<file path="config.mk">
export PLATFORM = sky130hd
export DESIGN_NAME = sram_async_ctrl
export DESIGN_NICKNAME = d
export VERILOG_FILES = /design/src/rtl/sram_ctrl_pkg.sv /design/src/rtl/sram_phase_timer.sv /design/src/rtl/sram_seq_fsm.sv /design/src/rtl/sram_pin_drive.sv /design/src/rtl/sram_rd_capture.sv /design/src/rtl/sram_async_ctrl.sv
export SDC_FILE = /design/constraint.sdc
export NUM_CORES = 1
export LEC_CHECK = 0
export ABC_AREA = 0
export BUFFER_PORTS_ARGS = -buffer_cell sky130_fd_sc_hd__buf_2
export CAP_MARGIN = 10
export CORE_ASPECT_RATIO = 0.8
export CORE_MARGIN = 5
export CORE_UTILIZATION = 50
export DETAILED_ROUTE_END_ITERATION = 8
export HOLD_SLACK_MARGIN = 0.05
export PLACE_DENSITY = 0.85
export RECOVER_POWER = 100
export SLEW_MARGIN = 30
export SYNTH_ARGS = -nofsm -noshare
export SYNTH_HDL_FRONTEND = slang
export SYNTH_SLANG_ARGS = --single-unit
</file>
<file path="constraint.sdc">
create_clock -name clk -period 3.45 [get_ports clk]
set_input_delay 0.1725 -clock clk [delete_from_list [all_inputs] [get_ports clk]]
set_output_delay 0.1725 -clock clk [all_outputs]
set_load 0.01 [all_outputs]
</file>
<file path="src/rtl/sram_ctrl_pkg.sv">
`timescale 1ns/1ps
package sram_ctrl_pkg;

    localparam int ADDR_W    = 16;
    localparam int LANE_W    = 8;
    localparam int NUM_LANES = 2;
    localparam int DATA_W    = LANE_W * NUM_LANES;

    typedef enum logic [2:0] {
        ST_IDLE,
        ST_TURN,
        ST_RD,
        ST_WSET,
        ST_WPUL,
        ST_WREC
    } seq_state_e;

    typedef struct packed {
        logic ce_n;
        logic we_n;
        logic oe_n;
        logic ub_n;
        logic lb_n;
        logic dq_oe;
    } pin_set_t;

    localparam pin_set_t PINS_OFF = '{ce_n: 1'b1, we_n: 1'b1, oe_n: 1'b1,
                                      ub_n: 1'b1, lb_n: 1'b1, dq_oe: 1'b0};

    function automatic int ns_to_cycles(input int t_ns, input int period_ns);
        int c;
        c = (t_ns + period_ns - 1) / period_ns;
        return (c < 1) ? 1 : c;
    endfunction

    function automatic int max_int(input int a, input int b);
        return (a > b) ? a : b;
    endfunction

    function automatic pin_set_t pins_for(input seq_state_e st,
                                          input logic parked,
                                          input logic [NUM_LANES-1:0] be);
        pin_set_t p;
        p = PINS_OFF;
        case (st)
            ST_IDLE: p.ce_n = ~parked;
            ST_TURN: p.ce_n = 1'b1;
            ST_RD: begin
                p.ce_n = 1'b0;
                p.oe_n = 1'b0;
                p.lb_n = ~be[0];
                p.ub_n = ~be[1];
            end
            ST_WSET: begin
                p.ce_n  = 1'b0;
                p.lb_n  = ~be[0];
                p.ub_n  = ~be[1];
                p.dq_oe = 1'b1;
            end
            ST_WPUL: begin
                p.ce_n  = 1'b0;
                p.we_n  = 1'b0;
                p.lb_n  = ~be[0];
                p.ub_n  = ~be[1];
                p.dq_oe = 1'b1;
            end
            ST_WREC: p.ce_n = 1'b0;
            default: p = PINS_OFF;
        endcase
        return p;
    endfunction

endpackage

</file>
<file path="src/rtl/sram_phase_timer.sv">
`timescale 1ns/1ps
module sram_phase_timer #(
    parameter int CNT_W = 4
) (
    input  logic             clk,
    input  logic             rst,
    input  logic             load,
    input  logic [CNT_W-1:0] value,
    output logic             done
);
    logic [CNT_W-1:0] cnt_q;

    always_ff @(posedge clk) begin
        if (rst) begin
            cnt_q <= '0;
        end else if (load) begin
            cnt_q <= value - CNT_W'(1);
        end else if (cnt_q != '0) begin
            cnt_q <= cnt_q - CNT_W'(1);
        end
    end

    assign done = (cnt_q == '0);
endmodule

</file>
<file path="src/rtl/sram_seq_fsm.sv">
`timescale 1ns/1ps
module sram_seq_fsm
    import sram_ctrl_pkg::*;
#(
    parameter int N_RD  = 14,
    parameter int N_WP  = 11,
    parameter int N_REC = 2,
    parameter int CNT_W = 4
) (
    input  logic             clk,
    input  logic             rst,
    input  logic             req_valid,
    input  logic             req_write,
    input  logic             tmr_done,
    output logic             req_ready,
    output logic             accept,
    output seq_state_e       state_d,
    output logic             parked_d,
    output logic             tmr_load,
    output logic [CNT_W-1:0] tmr_value,
    output logic             rd_capture
);
    seq_state_e state_q;
    logic       parked_q;
    logic       last_wr_q;

    always_comb begin
        req_ready  = (state_q == ST_IDLE);
        accept     = req_valid && req_ready;
        state_d    = state_q;
        parked_d   = parked_q;
        tmr_load   = 1'b0;
        tmr_value  = CNT_W'(N_RD + 1);
        rd_capture = 1'b0;
        case (state_q)
            ST_IDLE: begin
                if (accept) begin
                    if (parked_q && (last_wr_q != req_write)) begin
                        state_d = ST_TURN;
                    end else if (req_write) begin
                        state_d = ST_WSET;
                    end else begin
                        state_d  = ST_RD;
                        tmr_load = 1'b1;
                    end
                end
            end
            ST_TURN: begin
                if (last_wr_q) begin
                    state_d = ST_WSET;
                end else begin
                    state_d  = ST_RD;
                    tmr_load = 1'b1;
                end
            end
            ST_RD: begin
                if (tmr_done) begin
                    state_d    = ST_IDLE;
                    parked_d   = 1'b1;
                    rd_capture = 1'b1;
                end
            end
            ST_WSET: begin
                state_d   = ST_WPUL;
                tmr_load  = 1'b1;
                tmr_value = CNT_W'(N_WP);
            end
            ST_WPUL: begin
                if (tmr_done) begin
                    state_d   = ST_WREC;
                    tmr_load  = 1'b1;
                    tmr_value = CNT_W'(N_REC);
                end
            end
            ST_WREC: begin
                if (tmr_done) begin
                    state_d  = ST_IDLE;
                    parked_d = 1'b1;
                end
            end
            default: state_d = ST_IDLE;
        endcase
    end

    always_ff @(posedge clk) begin
        if (rst) begin
            state_q   <= ST_IDLE;
            parked_q  <= 1'b0;
            last_wr_q <= 1'b0;
        end else begin
            state_q  <= state_d;
            parked_q <= parked_d;
            if (accept) begin
                last_wr_q <= req_write;
            end
        end
    end
endmodule

</file>
<file path="src/rtl/sram_pin_drive.sv">
`timescale 1ns/1ps
module sram_pin_drive
    import sram_ctrl_pkg::*;
(
    input  logic                 clk,
    input  logic                 rst,
    input  logic                 accept,
    input  logic [ADDR_W-1:0]    req_addr,
    input  logic [DATA_W-1:0]    req_wdata,
    input  logic [NUM_LANES-1:0] req_be,
    input  seq_state_e           state_d,
    input  logic                 parked_d,
    output pin_set_t             pins_q,
    output logic [ADDR_W-1:0]    addr_q,
    output logic [DATA_W-1:0]    wdata_q,
    output logic [NUM_LANES-1:0] be_q
);
    logic [NUM_LANES-1:0] be_d;

    assign be_d = accept ? req_be : be_q;

    always_ff @(posedge clk) begin
        if (rst) begin
            pins_q  <= PINS_OFF;
            addr_q  <= '0;
            wdata_q <= '0;
            be_q    <= '0;
        end else begin
            pins_q <= pins_for(state_d, parked_d, be_d);
            if (accept) begin
                addr_q  <= req_addr;
                wdata_q <= req_wdata;
                be_q    <= req_be;
            end
        end
    end
endmodule

</file>
<file path="src/rtl/sram_rd_capture.sv">
`timescale 1ns/1ps
module sram_rd_capture
    import sram_ctrl_pkg::*;
(
    input  logic                 clk,
    input  logic                 rst,
    input  logic                 capture,
    input  logic [NUM_LANES-1:0] lane_en,
    input  logic [DATA_W-1:0]    dq_in,
    output logic                 rsp_valid,
    output logic [DATA_W-1:0]    rsp_rdata
);
    always_ff @(posedge clk) begin
        if (rst) begin
            rsp_valid <= 1'b0;
        end else begin
            rsp_valid <= capture;
        end
    end

    for (genvar g = 0; g < NUM_LANES; g++) begin : g_lane
        always_ff @(posedge clk) begin
            if (rst) begin
                rsp_rdata[g*LANE_W +: LANE_W] <= '0;
            end else if (capture) begin
                rsp_rdata[g*LANE_W +: LANE_W] <=
                    lane_en[g] ? dq_in[g*LANE_W +: LANE_W] : '0;
            end
        end
    end
endmodule

</file>
<file path="src/rtl/sram_async_ctrl.sv">
`timescale 1ns/1ps
module sram_async_ctrl
    import sram_ctrl_pkg::*;
#(
    parameter int CLK_PERIOD_NS = 5,
    parameter int T_RC_NS       = 70,
    parameter int T_AA_NS       = 70,
    parameter int T_OE_NS       = 50,
    parameter int T_BA_NS       = 40,
    parameter int T_WC_NS       = 70,
    parameter int T_WP_NS       = 50,
    parameter int T_DW_NS       = 30,
    parameter int T_BW_NS       = 60
) (
    input  logic        clk,
    input  logic        rst,
    input  logic        req_valid,
    output logic        req_ready,
    input  logic        req_write,
    input  logic [15:0] req_addr,
    input  logic [15:0] req_wdata,
    input  logic [1:0]  req_be,
    output logic        rsp_valid,
    output logic [15:0] rsp_rdata,
    output logic        mem_ce_n,
    output logic        mem_we_n,
    output logic        mem_oe_n,
    output logic        mem_lb_n,
    output logic        mem_ub_n,
    output logic [15:0] mem_addr,
    output logic [15:0] mem_dq_out,
    output logic        mem_dq_oe,
    input  logic [15:0] mem_dq_in
);
    localparam int N_RD = max_int(
        max_int(ns_to_cycles(T_AA_NS, CLK_PERIOD_NS), ns_to_cycles(T_RC_NS, CLK_PERIOD_NS)),
        max_int(ns_to_cycles(T_OE_NS, CLK_PERIOD_NS), ns_to_cycles(T_BA_NS, CLK_PERIOD_NS)));
    localparam int N_WP = max_int(ns_to_cycles(T_WP_NS, CLK_PERIOD_NS),
        max_int(ns_to_cycles(T_DW_NS, CLK_PERIOD_NS) - 1,
                ns_to_cycles(T_BW_NS, CLK_PERIOD_NS) - 1));
    localparam int N_REC = max_int(1, ns_to_cycles(T_WC_NS, CLK_PERIOD_NS) - 1 - N_WP);
    localparam int CNT_W = $clog2(max_int(N_RD + 1, max_int(N_WP, N_REC)) + 1);

    logic             accept;
    seq_state_e       state_d;
    logic             parked_d;
    logic             tmr_load;
    logic [CNT_W-1:0] tmr_value;
    logic             tmr_done;
    logic             rd_capture;
    pin_set_t         pins_q;
    logic [1:0]       be_q;

    sram_seq_fsm #(
        .N_RD (N_RD),
        .N_WP (N_WP),
        .N_REC(N_REC),
        .CNT_W(CNT_W)
    ) u_fsm (
        .clk       (clk),
        .rst       (rst),
        .req_valid (req_valid),
        .req_write (req_write),
        .tmr_done  (tmr_done),
        .req_ready (req_ready),
        .accept    (accept),
        .state_d   (state_d),
        .parked_d  (parked_d),
        .tmr_load  (tmr_load),
        .tmr_value (tmr_value),
        .rd_capture(rd_capture)
    );

    sram_phase_timer #(.CNT_W(CNT_W)) u_timer (
        .clk  (clk),
        .rst  (rst),
        .load (tmr_load),
        .value(tmr_value),
        .done (tmr_done)
    );

    sram_pin_drive u_pins (
        .clk      (clk),
        .rst      (rst),
        .accept   (accept),
        .req_addr (req_addr),
        .req_wdata(req_wdata),
        .req_be   (req_be),
        .state_d  (state_d),
        .parked_d (parked_d),
        .pins_q   (pins_q),
        .addr_q   (mem_addr),
        .wdata_q  (mem_dq_out),
        .be_q     (be_q)
    );

    sram_rd_capture u_rd (
        .clk      (clk),
        .rst      (rst),
        .capture  (rd_capture),
        .lane_en  (be_q),
        .dq_in    (mem_dq_in),
        .rsp_valid(rsp_valid),
        .rsp_rdata(rsp_rdata)
    );

    assign mem_ce_n  = pins_q.ce_n;
    assign mem_we_n  = pins_q.we_n;
    assign mem_oe_n  = pins_q.oe_n;
    assign mem_lb_n  = pins_q.lb_n;
    assign mem_ub_n  = pins_q.ub_n;
    assign mem_dq_oe = pins_q.dq_oe;
endmodule

</file>
==> flow_summary_export.csv <==
group,metric,value,unit
grt,grt_max_degree,51,
floorplanning,rows,22,
synthesis,synthesis.nets,326,
drt,first_pass_iters,4,
sta,maxSlewViolCount,0,
finish,fin_util,71.2,%
grt,grt.overflow.total,0,
synthesis,synthAdderAreaFrac,0.513,%
worst_setup_path,critPathSlowestCell,"or4b_1",
worst_setup_path,start_kind,"register",
synthesis,synth_compound_area_share,19.6,%
worst_setup_path,cp_max_fo,36,
status,status,"finished, final reports clean",
floorplanning,dieArea,6390,um^2
synthesis,synth-main-ff-cell,"dfxtp_1",
synthesis,ys_seq_elements,66,
synthesis,synth-edff-count,0,
clock_network,cts_resized,0,
run,maxCapViolCount,0,
synthesis,synthSimpleGateAreaFrac,21.0,%
grt,grt_pass1_vias,2201,
floorplanning,start_util,52.5,%
sta,tightest_slew,1180,ps
pwr,leakagePower,1.34,nW
synthesis,synth_xor_xnor_area_share,0.359,%
finish,area_growth_syn_to_layout,35.7,%
sta,setup_viol,0,
pwr,power_density,631,nW/um^2
sta,grt_setup_unrepaired,"no",
clock_network,numCtsBuffers,9,
floorplanning,design.core.area,4650,um^2
worst_setup_path,worstSetupStartpoint,"u_fsm.state_q[0]$_SDFF_PP0_",
synthesis,synth_area,2440,um^2
clock_network,cts_tree,"done",
synthesis,netlist_instances,271,
drt,drtIter0Drc,133,
finish,drive_gt1_share,18.0,%
drt,wire_per_inst,14.1,um
worst_setup_path,worstSetupPathType,"reg2reg",
worst_setup_path,crit_path_end_kind,"register",
sta,finalHoldViolCount,0,
synthesis,synth_area_per_cell,9.01,um^2
synthesis,muxShareOfSynthArea,0,%
worst_setup_path,reg2reg_from,"u_fsm.state_q[0]$_SDFF_PP0_",
worst_setup_path,arrival,2770,ps
clock_network,clockBufferDepth,2,
finish,fin_nets,451,
drt,vias_per_cell,5.05,
synthesis,async_reset_ff_share,0,%
sta,clock-skew-final,8.24,ps
sta,period_share,74.2,%
clock_network,cts_root_buf,"clkbuf_8",
drt,drc_errors,0,
synthesis,ys_warn_count,0,
placed_design,place_congestion,0.921,
min_path,hp-class,"in2reg",
floorplanning,ios,110,
clock_network,cts-hold-fix-buffers,22,
clock_network,clock_latency,340,ps
clock_network,clock_sinks,66,
min_path,min_from,"req_wdata[10]",
placed_design,dpl.hpwl,4150,um
synthesis,seq_area_frac_synth,54.1,%
placed_design,port_buffers,109,
drt,num_vias,2325,
synthesis,ys_types,39,
pwr,power.total,2.09,mW
sta,final.setup.tns,0,ps
synthesis,synth_top_family_by_area,"simple AND/OR/NAND/NOR gates",
clock_network,postCtsSetupRepairBufs,0,
drt,antenna_left,0,
grt,track_usage,20.8,%
worst_setup_path,crit_chain,"or4b_1 > a2bb2oi_1 > and3_1 > or3b_1",
grt,grt_antenna_before_repair,0,
drt,wirelength,6510,um
clock_network,clk_pin_slew,60,ps
pwr,ir_worst_vdd,0.000381,V
clock_network,h-tree-depth,3,
floorplanning,die_x,88.1,um
worst_setup_path,required,3660,ps
worst_setup_path,crit_path_max_incr_delay,980,ps
sta,timing.final.ws_setup,889,ps
sta,max_freq,391,MHz
worst_setup_path,path_delay_family,"simple AND/OR/NAND/NOR gates",
worst_setup_path,cp_num_buf_inv,0,
finish,antenna_cells,0,
sta,relSlewSlack,21.6,%
floorplanning,die_h,72.5,um
sta,holdWs,69.9,ps
placed_design,pre_cts_ws,1360,ps
grt,grt_pass1_wl,10300,um
sta,layout_min_cycle_time,2560,ps
==> power by group <==
part / switching [mW] / total (mW) / internal [mW] / leakage [nW]
Sequential: 0.0747 / 0.927 / 0.852 / 0.539
Combinational: 0.294 / 0.506 / 0.211 / 0.699
Clock: 0.269 / 0.657 / 0.388 / 0.106
==> per-layer routing <==
metal | wire length [um] | global-route usage [%] | vias up | part of all wire [%]
li1 | - | - | 1184 | -
met1 | 2850 | 26.2 | 1029 | 44
met2 | 2890 | 31.8 | 107 | 44
met3 | 719 | 9.99 | 5 | 11
met4 | 53 | 6.21 | 0 | 0.81
met5 | 0 | 0 | - | 0
==> flip-flops by register name (all words and copies together), names as in the netlist <==
name / flops
u_rd.rsp_valid: 1
u_fsm.last_wr_q: 1
u_pins.be_q: 2
u_fsm.state_q: 3
u_timer.cnt_q: 4
u_pins.wdata_q: 16
u_rd.rsp_rdata: 16
u_pins.addr_q: 16
u_fsm.parked_q: 1
u_pins.pins_q: 6
==> per-stage QoR <==
step           instance area (um^2)  instances
2_1_floorplan                  2440        271
3_3_place_gp                   2970        423
3_5_place_dp                   2980        423
4_1_cts                        3400        460
5_1_grt                        3310        460
6_report                       3310        460
==> tightest hold or removal path, stage by stage <==
cell and delay (ps):
buf_2 90, nand2_1 40, a21oi_1 50
==> final timing paths <==
check	endpoint	slack (ps)	cells past startpoint
worst max-delay path	u_pins.pins_q[4]$_SDFF_PP1_	890	4
worst min-delay path	u_pins.wdata_q[10]$_SDFFE_PP0N_	70	3
worst max register to register	u_pins.pins_q[4]$_SDFF_PP1_	890	4
worst min register to register	u_pins.wdata_q[4]$_SDFFE_PP0N_	460	2
==> placed cells by master, fill, tap and decap left out, drive strengths merged <==
cell         netlist  routed
a21oi             43      43
nor2b              1       1
or2                1       1
a2bb2oi            1       1
inv                3       3
o21ai              4       4
buf                6      54
o22ai              1       1
a31o               2       2
and2               2       2
o2111ai            1       1
a31oi              1       1
a22o              17      17
o21a               1       1
nor3b              1       1
xor2               1       1
a221oi             1       1
and3               2       2
dfxtp             66      66
nor4               3       3
nand2             74      74
dlygate4sd3        0      22
nor3               5       5
nor2               9       9
bufinv             0       1
or4                1       1
or3b               2       2
nor4b              1       1
clkinv             0       1
nand3              2       2
a211oi             3       3
ha                 1       1
or4b               1       1
or3                1       1
and3b              1       1
clkbuf            12      69
==> area by class of cell <==
class | instances | area [um^2]
clock inverter | 2 | 35.0
multi-input combinational | 184 | 998
inverter | 3 | 11.3
clock buffer | 13 | 169
fill | 391 | 1340
tap | 60 | 75.1
sequential | 66 | 1320
timing repair buffer | 132 | 703
==> logic make-up after synthesis <==
kind of cell             count (synthesis)
adder cells (fa/ha/maj)                  1
flip-flops                              66
AND/OR/NAND/NOR                        107
XOR/XNOR                                 1
AO/OA/AOI/OAI                           75
buffers and inverters                   21
==> synthesized netlist by cell type, types with 3 or more instances <==
cell	instances	area [um^2]
nor3_1	5	25.0
a22o_1	17	149
nand2_1	74	278
dfxtp_1	66	1320
inv_1	3	11.3
nor2_1	9	33.8
buf_6	3	33.8
clkbuf_1	12	45.0
a21oi_1	43	215
o21ai_0	3	15.0
No activity file was read; power rests on OpenSTA's default activity.
